===== src/rtl/apc_pkg.sv =====
// Shared types for the adaptive auto-close decision unit.
package apc_pkg;
    typedef enum logic {
        ST_IDLE = 1'b0,
        ST_SCAN = 1'b1
    } apc_state_e;
endpackage


===== src/rtl/apc_match.sv =====
// apc_match: classifies one queue entry against the serviced request.
// Assumes entry fields are valid whenever 'valid' is high.
module apc_match #(
    parameter int RANK_W = 2,
    parameter int BANK_W = 3,
    parameter int ROW_W  = 14
) (
    input  logic              valid,
    input  logic [RANK_W-1:0] ref_rank,
    input  logic [BANK_W-1:0] ref_bank,
    input  logic [ROW_W-1:0]  ref_row,
    input  logic [RANK_W-1:0] ent_rank,
    input  logic [BANK_W-1:0] ent_bank,
    input  logic [ROW_W-1:0]  ent_row,
    output logic              is_hit,
    output logic              is_conflict
);
    logic same_bank;

    // Compare rank/bank, then split on row equality.
    always_comb begin
        same_bank   = valid && (ent_rank == ref_rank) && (ent_bank == ref_bank);
        is_hit      = same_bank && (ent_row == ref_row);
        is_conflict = same_bank && (ent_row != ref_row);
    end
endmodule


===== src/rtl/apc_free_calc.sv =====
// apc_free_calc: new bank free time when the row is closed early.
// Assumes sums stay within TIME_W bits.
module apc_free_calc #(
    parameter int TIME_W = 32,
    parameter int T_RP   = 12
) (
    input  logic              close,
    input  logic [TIME_W-1:0] free_t,
    input  logic [TIME_W-1:0] tras_t,
    output logic [TIME_W-1:0] free_out
);
    localparam logic [TIME_W-1:0] RP = TIME_W'(T_RP);
    logic [TIME_W-1:0] later;

    // Pick the later of the two times, add precharge when closing.
    always_comb begin
        later    = (tras_t > free_t) ? tras_t : free_t;
        free_out = close ? (later + RP) : free_t;
    end
endmodule


===== src/rtl/apc_scan_ctrl.sv =====
// apc_scan_ctrl: captures the serviced request and walks the queue one
// entry per cycle from index 1. Assumes queue contents stay stable during
// a scan. Starts arriving while busy are ignored.
module apc_scan_ctrl
    import apc_pkg::*;
#(
    parameter int RANK_W  = 2,
    parameter int BANK_W  = 3,
    parameter int ROW_W   = 14,
    parameter int TIME_W  = 32,
    parameter int IDX_W   = 5,
    parameter int DEPTH_W = 6
) (
    input  logic               clk,
    input  logic               rst_n,
    input  logic               start,
    input  logic               policy_adaptive,
    input  logic               req_is_write,
    input  logic [RANK_W-1:0]  req_rank,
    input  logic [BANK_W-1:0]  req_bank,
    input  logic [ROW_W-1:0]   req_row,
    input  logic [DEPTH_W-1:0] q_depth,
    input  logic [TIME_W-1:0]  free_in,
    input  logic [TIME_W-1:0]  tras_in,
    input  logic               ent_hit,
    input  logic               ent_conflict,
    output logic [RANK_W-1:0]  key_rank,
    output logic [BANK_W-1:0]  key_bank,
    output logic [ROW_W-1:0]   key_row,
    output logic [TIME_W-1:0]  free_l,
    output logic [TIME_W-1:0]  tras_l,
    output logic [IDX_W-1:0]   idx,
    output logic               sel_wr,
    output logic               busy,
    output logic               done,
    output logic               close_q
);
    apc_state_e         st;
    logic [DEPTH_W-1:0] depth_l;
    logic               hit_f, conf_f;
    logic               hit_n, conf_n, last, stop;

    // Next flags and scan-end condition for the entry read this cycle.
    always_comb begin
        hit_n  = hit_f  | ent_hit;
        conf_n = conf_f | ent_conflict;
        last   = (DEPTH_W'(idx) == depth_l - DEPTH_W'(1));
        stop   = (hit_n && conf_n) || last;
    end

    // Scan state machine with synchronous active-low reset.
    always_ff @(posedge clk) begin
        if (!rst_n) begin
            st       <= ST_IDLE;
            depth_l  <= '0;
            hit_f    <= 1'b0;
            conf_f   <= 1'b0;
            idx      <= '0;
            sel_wr   <= 1'b0;
            done     <= 1'b0;
            close_q  <= 1'b0;
            key_rank <= '0;
            key_bank <= '0;
            key_row  <= '0;
            free_l   <= '0;
            tras_l   <= '0;
        end else begin
            done    <= 1'b0;
            close_q <= 1'b0;
            case (st)
                ST_IDLE: begin
                    if (start) begin
                        key_rank <= req_rank;
                        key_bank <= req_bank;
                        key_row  <= req_row;
                        free_l   <= free_in;
                        tras_l   <= tras_in;
                        sel_wr   <= req_is_write;
                        depth_l  <= q_depth;
                        hit_f    <= 1'b0;
                        conf_f   <= 1'b0;
                        if (!policy_adaptive || q_depth <= DEPTH_W'(1)) begin
                            done <= 1'b1;
                        end else begin
                            st  <= ST_SCAN;
                            idx <= IDX_W'(1);
                        end
                    end
                end
                ST_SCAN: begin
                    hit_f  <= hit_n;
                    conf_f <= conf_n;
                    if (stop) begin
                        st      <= ST_IDLE;
                        done    <= 1'b1;
                        close_q <= !hit_n && conf_n;
                    end else begin
                        idx <= idx + IDX_W'(1);
                    end
                end
                default: st <= ST_IDLE;
            endcase
        end
    end

    assign busy = (st == ST_SCAN);
endmodule


===== src/rtl/apc_decider.sv =====
// apc_decider: top of the adaptive auto-close decision unit. Scans the
// same-direction queue through an external combinational read port and
// reports whether to close the row and the resulting bank free time.
// Assumes q_rank/q_bank/q_row reflect q_idx/q_sel_wr in the same cycle.
module apc_decider #(
    parameter int RANK_W   = 2,
    parameter int BANK_W   = 3,
    parameter int ROW_W    = 14,
    parameter int TIME_W   = 32,
    parameter int Q_DEPTH  = 32,
    parameter int T_RP     = 12,
    localparam int IDX_W   = $clog2(Q_DEPTH),
    localparam int DEPTH_W = $clog2(Q_DEPTH + 1)
) (
    input  logic               clk,
    input  logic               rst_n,
    input  logic               start,
    input  logic               policy_adaptive,
    input  logic               req_is_write,
    input  logic [RANK_W-1:0]  req_rank,
    input  logic [BANK_W-1:0]  req_bank,
    input  logic [ROW_W-1:0]   req_row,
    input  logic [DEPTH_W-1:0] q_depth,
    input  logic [TIME_W-1:0]  free_in,
    input  logic [TIME_W-1:0]  tras_in,
    output logic [IDX_W-1:0]   q_idx,
    output logic               q_sel_wr,
    input  logic [RANK_W-1:0]  q_rank,
    input  logic [BANK_W-1:0]  q_bank,
    input  logic [ROW_W-1:0]   q_row,
    output logic               busy,
    output logic               done,
    output logic               close_row,
    output logic [TIME_W-1:0]  free_out
);
    logic [RANK_W-1:0] key_rank;
    logic [BANK_W-1:0] key_bank;
    logic [ROW_W-1:0]  key_row;
    logic [TIME_W-1:0] free_l, tras_l;
    logic              ent_hit, ent_conflict, close_q;

    apc_match #(.RANK_W(RANK_W), .BANK_W(BANK_W), .ROW_W(ROW_W)) u_match (
        .valid(busy), .ref_rank(key_rank), .ref_bank(key_bank), .ref_row(key_row),
        .ent_rank(q_rank), .ent_bank(q_bank), .ent_row(q_row),
        .is_hit(ent_hit), .is_conflict(ent_conflict)
    );

    apc_scan_ctrl #(
        .RANK_W(RANK_W), .BANK_W(BANK_W), .ROW_W(ROW_W),
        .TIME_W(TIME_W), .IDX_W(IDX_W), .DEPTH_W(DEPTH_W)
    ) u_ctrl (
        .clk(clk), .rst_n(rst_n), .start(start), .policy_adaptive(policy_adaptive),
        .req_is_write(req_is_write), .req_rank(req_rank), .req_bank(req_bank),
        .req_row(req_row), .q_depth(q_depth), .free_in(free_in), .tras_in(tras_in),
        .ent_hit(ent_hit), .ent_conflict(ent_conflict),
        .key_rank(key_rank), .key_bank(key_bank), .key_row(key_row),
        .free_l(free_l), .tras_l(tras_l), .idx(q_idx), .sel_wr(q_sel_wr),
        .busy(busy), .done(done), .close_q(close_q)
    );

    apc_free_calc #(.TIME_W(TIME_W), .T_RP(T_RP)) u_free (
        .close(close_q), .free_t(free_l), .tras_t(tras_l), .free_out(free_out)
    );

    assign close_row = close_q;
endmodule


===== config.mk =====
export PLATFORM = sky130hd
export DESIGN_NAME = apc_decider
export DESIGN_NICKNAME = d
export VERILOG_FILES = /design/src/rtl/apc_pkg.sv /design/src/rtl/apc_match.sv /design/src/rtl/apc_free_calc.sv /design/src/rtl/apc_scan_ctrl.sv /design/src/rtl/apc_decider.sv
export SDC_FILE = /design/constraint.sdc
export NUM_CORES = 1
export LEC_CHECK = 0
export BUFFER_PORTS_ARGS = -buffer_cell sky130_fd_sc_hd__buf_2
export CAP_MARGIN = 30
export CORE_UTILIZATION = 40
export CTS_CLUSTER_SIZE = 14
export DETAILED_ROUTE_END_ITERATION = 8
export HOLD_SLACK_MARGIN = 0.12
export PLACE_DENSITY_LB_ADDON = 0.2
export SYNTH_ARGS = -nofsm -noshare
export SYNTH_HDL_FRONTEND = slang
export SYNTH_SLANG_ARGS = --single-unit

===== constraint.sdc =====
create_clock -name clk -period 5.9 [get_ports clk]
set_input_delay 0.295 -clock clk [delete_from_list [all_inputs] [get_ports clk]]
set_output_delay 0.295 -clock clk [all_outputs]
set_load 0.05 [all_outputs]

==> impl_metrics.csv, run 1 <==
group,metric,value,unit
logic_synthesis,postSynthAreaPerCell,7.586,sq um
worst_setup_path,path_common_cell,"a21oi_1",
logic_synthesis,synth_cells,859,
timing,drv_slew,0,
timing,setup_viol,0,
drt,first_pass_iters,5,
timing,fin_crit,5399,ps
grt,grt_max_degree,99,
power,irDropWorstVdd,0.0001724,V
drt,drc,0,
cells_and_area,syn2layout_area_growth,18.89,%
logic_synthesis,yosys.area.top_type,"dfxtp_1",
min_path,hp-class,"input pin to flip-flop",
power,clockPowerShare,33.9,%
timing,worst_pin_slew,852.7,ps
die,start_util,41.02,%
timing,fin_skew,9.674,ps
timing,tns,0,ps
timing,final.setup.worst_slack,501.1,ps
clock_tree,cts-root-buf,"clkbuf_16",
die,die_h,129.6,um
clock_tree,cts_tree,"done",
logic_synthesis,synth_edf_count,0,
clock_tree,cts-hold-fix-buffers,0,
die,dieArea,16810,sq um
power,p_int,1.219,mW
drt,wire_per_inst,14.90,um
die,io_pins,154,
grt,grt_use_total,21.97,%
power,finalPower,1.840,mW
power,pwr-share-seq,41.5,%
worst_setup_path,max_stage_delay,500,ps
worst_setup_path,critPathCaptureType,"output port",
clock_tree,clk_latency,360,ps
logic_synthesis,async_flop_share,0,%
grt,grt_pass1_wl,28900,um
timing,rsz0062_at_grt,"false",
cells_and_area,drive_above_1_share,19.76,%
power,p_sw_share,33.75,%
worst_setup_path,path_class,"flip-flop to output port",
drt,final_antenna_net_count,0,
drt,vias_per_cell,5.222,
clock_tree,cts_max_path_buffers,2,
logic_synthesis,synth_top_area_share,30.72,%
die,die_w,129.6,um
clock_tree,cts_made_buffers,9,
power,netSwitchingPower,620.9,uW
grt,antenna_found_initial,4,
drt,vias,6266,
timing,finalHoldViolCount,0,
grt,globalRouteOverflowTotal,0,
placed_design,dp_slack,813.8,ps
worst_setup_path,cp_max_fo,10,
drt,wl,17880,um
clock_tree,clock_sinks,100,
die,core_area,15890,sq um
power,p_comb_share,24.7,%
worst_setup_path,critPathArrivalTime,5100,ps
power,leakagePower,3.318,nW
run_status,status,"finished, final reports clean",
run,maxCapViolCount,0,
placed_design,dpl.hpwl,12800,um
timing,timing.fmax,0.1852,GHz
timing,relSlewSlack,43.16,%
die,rows,46,
cells_and_area,nFillCells,1604,
logic_synthesis,synth_fp_nets,1007,
logic_synthesis,synth_area,6516,sq um
drt,drt-initial-drc-count,313,
logic_synthesis,yosysWarnings,0,
logic_synthesis,synth-seq-area-share,30.72,%
worst_setup_path,crit_chain,"inv_1, ha_1, a21oi_1, o21ai_1, a21oi_1, nor3_1, o41ai_4, nand2_2, nor2_1, a21oi_1, ha_1, nor3_1, nand3_1, nor4_2, nand4_1, nor2_2, nand2_1, o311ai_1, buf_2",
placed_design,place.port_buffers,153,
worst_setup_path,required,5610,ps
logic_synthesis,synth_area_leaders,"dfxtp_1, nand2_1, a21boi_0",
grt,grt_pass1_vias,5763,
power,powerDensity,237.5,nW/um^2
logic_synthesis,ys_ff_latch,100,
worst_setup_path,crit_slowest_cell,"o41ai_4",
cells_and_area,finalNetCount,1125,
timing,finalCritPeriodShare,91.51,%
logic_synthesis,synth_flop_cell,"dfxtp_1",
placed_design,gp_congestion,0.8525,
clock_tree,cts.clk_slew.worst_paths,70,ps
worst_setup_path,critPathLaunchType,"flip-flop",
clock_tree,h-tree-depth,3,
logic_synthesis,ys_types,65,
==> power by group through the flow <==
stage,logic [mW],registers (mW),clock network [mW]
2_1_floorplan,0.322,0.773,0
3_3_place_gp,0.442,0.777,0
3_5_place_dp,0.448,0.778,0
4_1_cts,0.451,0.762,0.644
5_1_grt,0.503,0.770,0.664
6_report,0.454,0.763,0.623
==> registers in the layout, summed over array words and instances, names as in the netlist <==
register         flops
u_ctrl.busy          1
u_ctrl.close_q       1
u_ctrl.conf_f        1
u_ctrl.depth_l       6
u_ctrl.done          1
u_ctrl.free_l       32
u_ctrl.hit_f         1
u_ctrl.idx           5
u_ctrl.key_bank      3
u_ctrl.key_rank      2
u_ctrl.key_row      14
u_ctrl.sel_wr        1
u_ctrl.tras_l       32
==> cell usage after synthesis, drive strengths merged (5+ instances only) <==
cell type  number
a21boi         90
a21o            8
a21oi          22
a221o           5
a22oi          14
a311oi          5
and2            6
and3           11
and4            5
buf             9
clkbuf         41
dfxtp         100
ha             35
inv            42
mux2i           9
nand2         217
nand3          31
nand4          18
nor2           35
nor3           14
nor4            9
o21ai          26
o22ai           6
o311ai          5
xnor2          19
xor2           33
==> layout by cell type (no fill, tap or decap), types with 22 or more instances in the layout <==
cell / count
xor2_1: 33
ha_1: 35
a21oi_1: 22
inv_1: 41
buf_2: 152
nand2_1: 215
a21boi_0: 90
nor2_1: 34
nand3_1: 29
dfxtp_1: 99
==> area by class of cell <==
type | count | area, sq um | share of cell area [%]
multi-input combinational | 667 | 4187 | 54.04
inverter | 42 | 157.7 | 2.035
tap | 216 | 270.3 | 3.488
antenna | 2 | 5.005 | 0.06460
sequential | 100 | 2003 | 25.86
timing repair buffer | 157 | 818.3 | 10.56
clock inverter | 7 | 81.33 | 1.050
clock buffer | 9 | 225.2 | 2.907
==> final timing paths <==
check	start	end	slack, ps	cells past startpoint
worst max-delay path	u_ctrl.free_l[17]	free_out[30]	500	19
worst min-delay path	req_row[5]	u_ctrl.key_row[5]	170	3
worst max register to register	u_ctrl.key_row[2]	u_ctrl.idx[4]	3520	8
worst min register to register	u_ctrl.sel_wr	u_ctrl.sel_wr	470	2
==> layer usage <==
metal / GRT usage (%) / vias to the layer above / share of wire, %
met5: 0 / - / 0.16
met4: 7.729 / 4 / 2.0
met3: 5.945 / 31 / 6.9
met2: 35.58 / 185 / 45
met1: 28.01 / 2814 / 46
li1: - / 3232 / -
==> cell families after synthesis <==
logic type      after synthesis  synth area share, %
mux                          12                1.901
fa+ha+maj                    35                6.720
xor+xnor                     52                6.989
compound gates              206                22.77
buf+inv                      92                5.568
flops                       100                30.72
simple gates                362                25.33
==> metrics by stage <==
stage                     utilization, %  instances  area (sq um)  hold slack, ps
final                              48.77       1200          7747           174.6
after CTS                          48.63       1198          7725           163.4
after detailed placement           46.70       1182          7418           459.9
after floorplan                        -        859          6516           439.9
after global routing               48.76       1199          7745           179.4
after global placement             46.53       1181          7391           455.2
==> critical path, delay by kind of cell, from the launching register on <==
kind            cells  cell delay [ps]
simple gates        9             1980
fa+ha+maj           2              580
buf+inv             2              420
flops               1              410
compound gates      6             1340
==> what timing repair did <==
| action | CTS | global route |
|---|---|---|
| resized for setup | 0 | 2 |
| endpoints found under the setup margin | 0 | 3 |
| buffers inserted | 0 | 0 |
No activity file was read; power rests on OpenSTA's default activity.
==> inputs of run 2 (changes only) <==
--- a/config.mk
+++ b/config.mk
@@ -12,6 +12,9 @@
 export DETAILED_ROUTE_END_ITERATION = 8
 export HOLD_SLACK_MARGIN = 0.12
 export PLACE_DENSITY_LB_ADDON = 0.2
+export SKIP_LAST_GASP = 1
+export SLEW_MARGIN = 20
 export SYNTH_ARGS = -nofsm -noshare
 export SYNTH_HDL_FRONTEND = slang
+export SYNTH_HIERARCHICAL = 1
 export SYNTH_SLANG_ARGS = --single-unit
==> impl_metrics.csv, run 2 <==
group,metric,value,unit
run_status,status,"finished, final reports clean",
logic_synthesis,ys_ff_latch,100,
worst_setup_path,critPathCaptureType,"output port",
drt,first_pass_iters,7,
placed_design,dp_slack,723.7,ps
logic_synthesis,yosysWarnings,6,
grt,grt_pass1_vias,6287,
clock_tree,cts_max_path_buffers,2,
logic_synthesis,synth_top_area_share,29.65,%
drt,wl,19720,um
logic_synthesis,postSynthAreaPerCell,7.604,sq um
power,p_comb_share,26.4,%
worst_setup_path,required,5610,ps
grt,antenna_found_initial,1,
drt,drt-initial-drc-count,556,
drt,vias_per_cell,5.407,
worst_setup_path,cp_max_fo,10,
logic_synthesis,ys_types,71,
logic_synthesis,yosys.area.top_type,"dfxtp_1",
cells_and_area,syn2layout_area_growth,18.32,%
drt,final_antenna_net_count,0,
logic_synthesis,async_flop_share,0,%
die,io_pins,154,
logic_synthesis,synth_cells,888,
clock_tree,cts-root-buf,"clkbuf_16",
power,netSwitchingPower,630.9,uW
clock_tree,cts_made_buffers,9,
cells_and_area,drive_above_1_share,20.33,%
logic_synthesis,ys_top_cells_by_count,"nand2_1, dfxtp_1, a21boi_0, inv_1, clkbuf_1",
die,dieArea,17410,sq um
clock_tree,h-tree-depth,3,
worst_setup_path,path_class,"flip-flop to output port",
die,core_area,16520,sq um
timing,setup_viol,0,
timing,final.setup.worst_slack,552.7,ps
cells_and_area,finalNetCount,1161,
die,start_util,40.86,%
power,p_sw_share,34.50,%
timing,worst_pin_slew,938.0,ps
placed_design,place.port_buffers,153,
timing,tns,0,ps
placed_design,dpl.hpwl,14470,um
logic_synthesis,synth_flop_cell,"dfxtp_1",
power,p_int,1.198,mW
power,finalPower,1.829,mW
timing,fin_crit,5347,ps
worst_setup_path,critPathLaunchType,"flip-flop",
cells_and_area,diodes,0,
min_path,hp-start,"tras_in[26]",
clock_tree,clk_latency,360,ps
logic_synthesis,synth_area,6753,sq um
logic_synthesis,synth_area_leaders,"dfxtp_1, nand2_1, a21boi_0",
power,irDropWorstVdd,0.0001412,V
clock_tree,clock_sinks,100,
grt,grt_pass1_wl,32040,um
clock_tree,cts.clk_slew.worst_paths,70,ps
worst_setup_path,startpoint,"u_ctrl/free_l[7]",
timing,fin_skew,9.355,ps
placed_design,gp_congestion,0.8887,
logic_synthesis,synth_most_common_cell,"nand2_1",
grt,globalRouteOverflowTotal,0,
min_path,hp-class,"input pin to flip-flop",
cells_and_area,nFillCells,1736,
die,rows,47,
power,powerDensity,228.9,nW/um^2
worst_setup_path,r2r_start,"u_ctrl/busy",
logic_synthesis,synth-seq-area-share,29.65,%
cells_and_area,layout_common_cells,"nand2_1, buf_2, dfxtp_1",
grt,grt_max_degree,69,
drt,vias,6694,
logic_synthesis,synth_fp_nets,1036,
timing,drv_slew,0,
die,die_w,131.9,um
run,maxCapViolCount,0,
power,clockPowerShare,31.6,%
timing,finalCritPeriodShare,90.63,%
cells_and_area,reg_top3,"u_ctrl/free_l (32), u_ctrl/tras_l (32), u_ctrl/key_row (14)",
worst_setup_path,critPathArrivalTime,5050,ps
grt,grt_use_total,22.83,%
logic_synthesis,synth_edf_count,0,
timing,finalHoldViolCount,0,
drt,wire_per_inst,15.93,um
timing,relSlewSlack,37.47,%
die,die_h,131.9,um
timing,timing.fmax,0.1870,GHz
power,pwr-share-seq,42.0,%
drt,drc,0,
power,leakagePower,3.230,nW
cells_and_area,final_common_cell,"nand2_1",
clock_tree,cts_tree,"done",
timing,rsz0062_at_grt,"false",
[run 2: cell types whose count changed after synthesis, sizes merged, moves of 5 or more]
cell,before,now
a22oi,14,9
o311ai,5,0
nor2,35,27
or4,4,9
and3,11,6
xor2,33,19
o21ai,26,37
mux2i,9,17
xnor2,19,27
a311oi,5,0
a21oi,22,38
a2bb2oi,0,7
[run 2: layout make-up]
class / count / area, sq um / share of cell area (%)
Multi-Input combinational cell: 698 / 4427 / 55.40
Sequential cell: 100 / 2002 / 25.05
Timing Repair Buffer: 163 / 848.3 / 10.62
Tap cell: 220 / 275.3 / 3.445
Clock buffer: 10 / 239.0 / 2.991
Inverter: 41 / 153.9 / 1.926
Clock inverter: 6 / 45.04 / 0.5637
[run 2: kinds of logic (layout without fill, tap and decap cells)]
group | count (synthesis) | in the layout | synth area share, %
flip-flops | 100 | 100 | 29.65
multiplexers | 20 | 20 | 3.020
buffers and inverters | 90 | 220 | 5.151
XOR/XNOR | 46 | 46 | 5.966
AND/OR/NAND/NOR | 365 | 365 | 25.96
AO/OA/AOI/OAI | 232 | 232 | 23.77
adder cells (fa/ha/maj) | 35 | 35 | 6.485
[run 2: power by group through the flow]
stage          Clock [mW]  Sequential, mW  Combinational [mW]
3_3_place_gp            0           0.782               0.478
4_1_cts             0.597           0.767               0.482
3_5_place_dp            0           0.783               0.480
2_1_floorplan           0           0.774               0.338
6_report            0.578           0.767               0.483
5_1_grt             0.623           0.775               0.532
[run 2: repair_timing]
item                                    4_1_cts  5_1_grt
setup buffers                                 0        0
hold buffers                                  0        0
gates resized for setup                       0        2
endpoints found under the setup margin        0        2
[run 2: worst paths after layout]
check        slack [ps]  cells past startpoint                 to
max                 550                     19       free_out[30]
min                 180                      3  u_ctrl/tras_l[26]
max reg2reg        3340                      6      u_ctrl/idx[4]
min reg2reg         470                      2   u_ctrl/tras_l[0]
[run 2: critical path, cell delays in order (launching register included)]
cell and delay, ps:
dfxtp_1 460, inv_1 100, ha_1 320, nand4_1 130, nor4_1 460, and2_1 220, a31o_2 250, nand2_1 150
nor2_1 130, a21oi_1 50, ha_1 240, and4b_1 340, nand4_1 110, buf_4 190, nor3_2 290, nor3b_2 370
nand2_1 100, a21oi_1 170, a2bb2oi_1 310, buf_2 330
[run 2: layer usage]
layer	GRT usage (%)	wire, um
met2	37.71	9076
met4	5.103	342
met3	6.267	1309
met5	0	10
met1	29.52	8986
[run 2: through the flow]
step                      instances  instance area [sq um]  util [%]  hold WS, ps
after floorplan                 888                   6753         -        439.8
after global placement         1221                   7677     46.46        454.2
after detailed placement       1222                   7692     46.55        459.4
after CTS                      1238                   7976     48.27        170.8
after global routing           1238                   7990     48.35        172.0
final                          1238                   7990     48.35        178.4
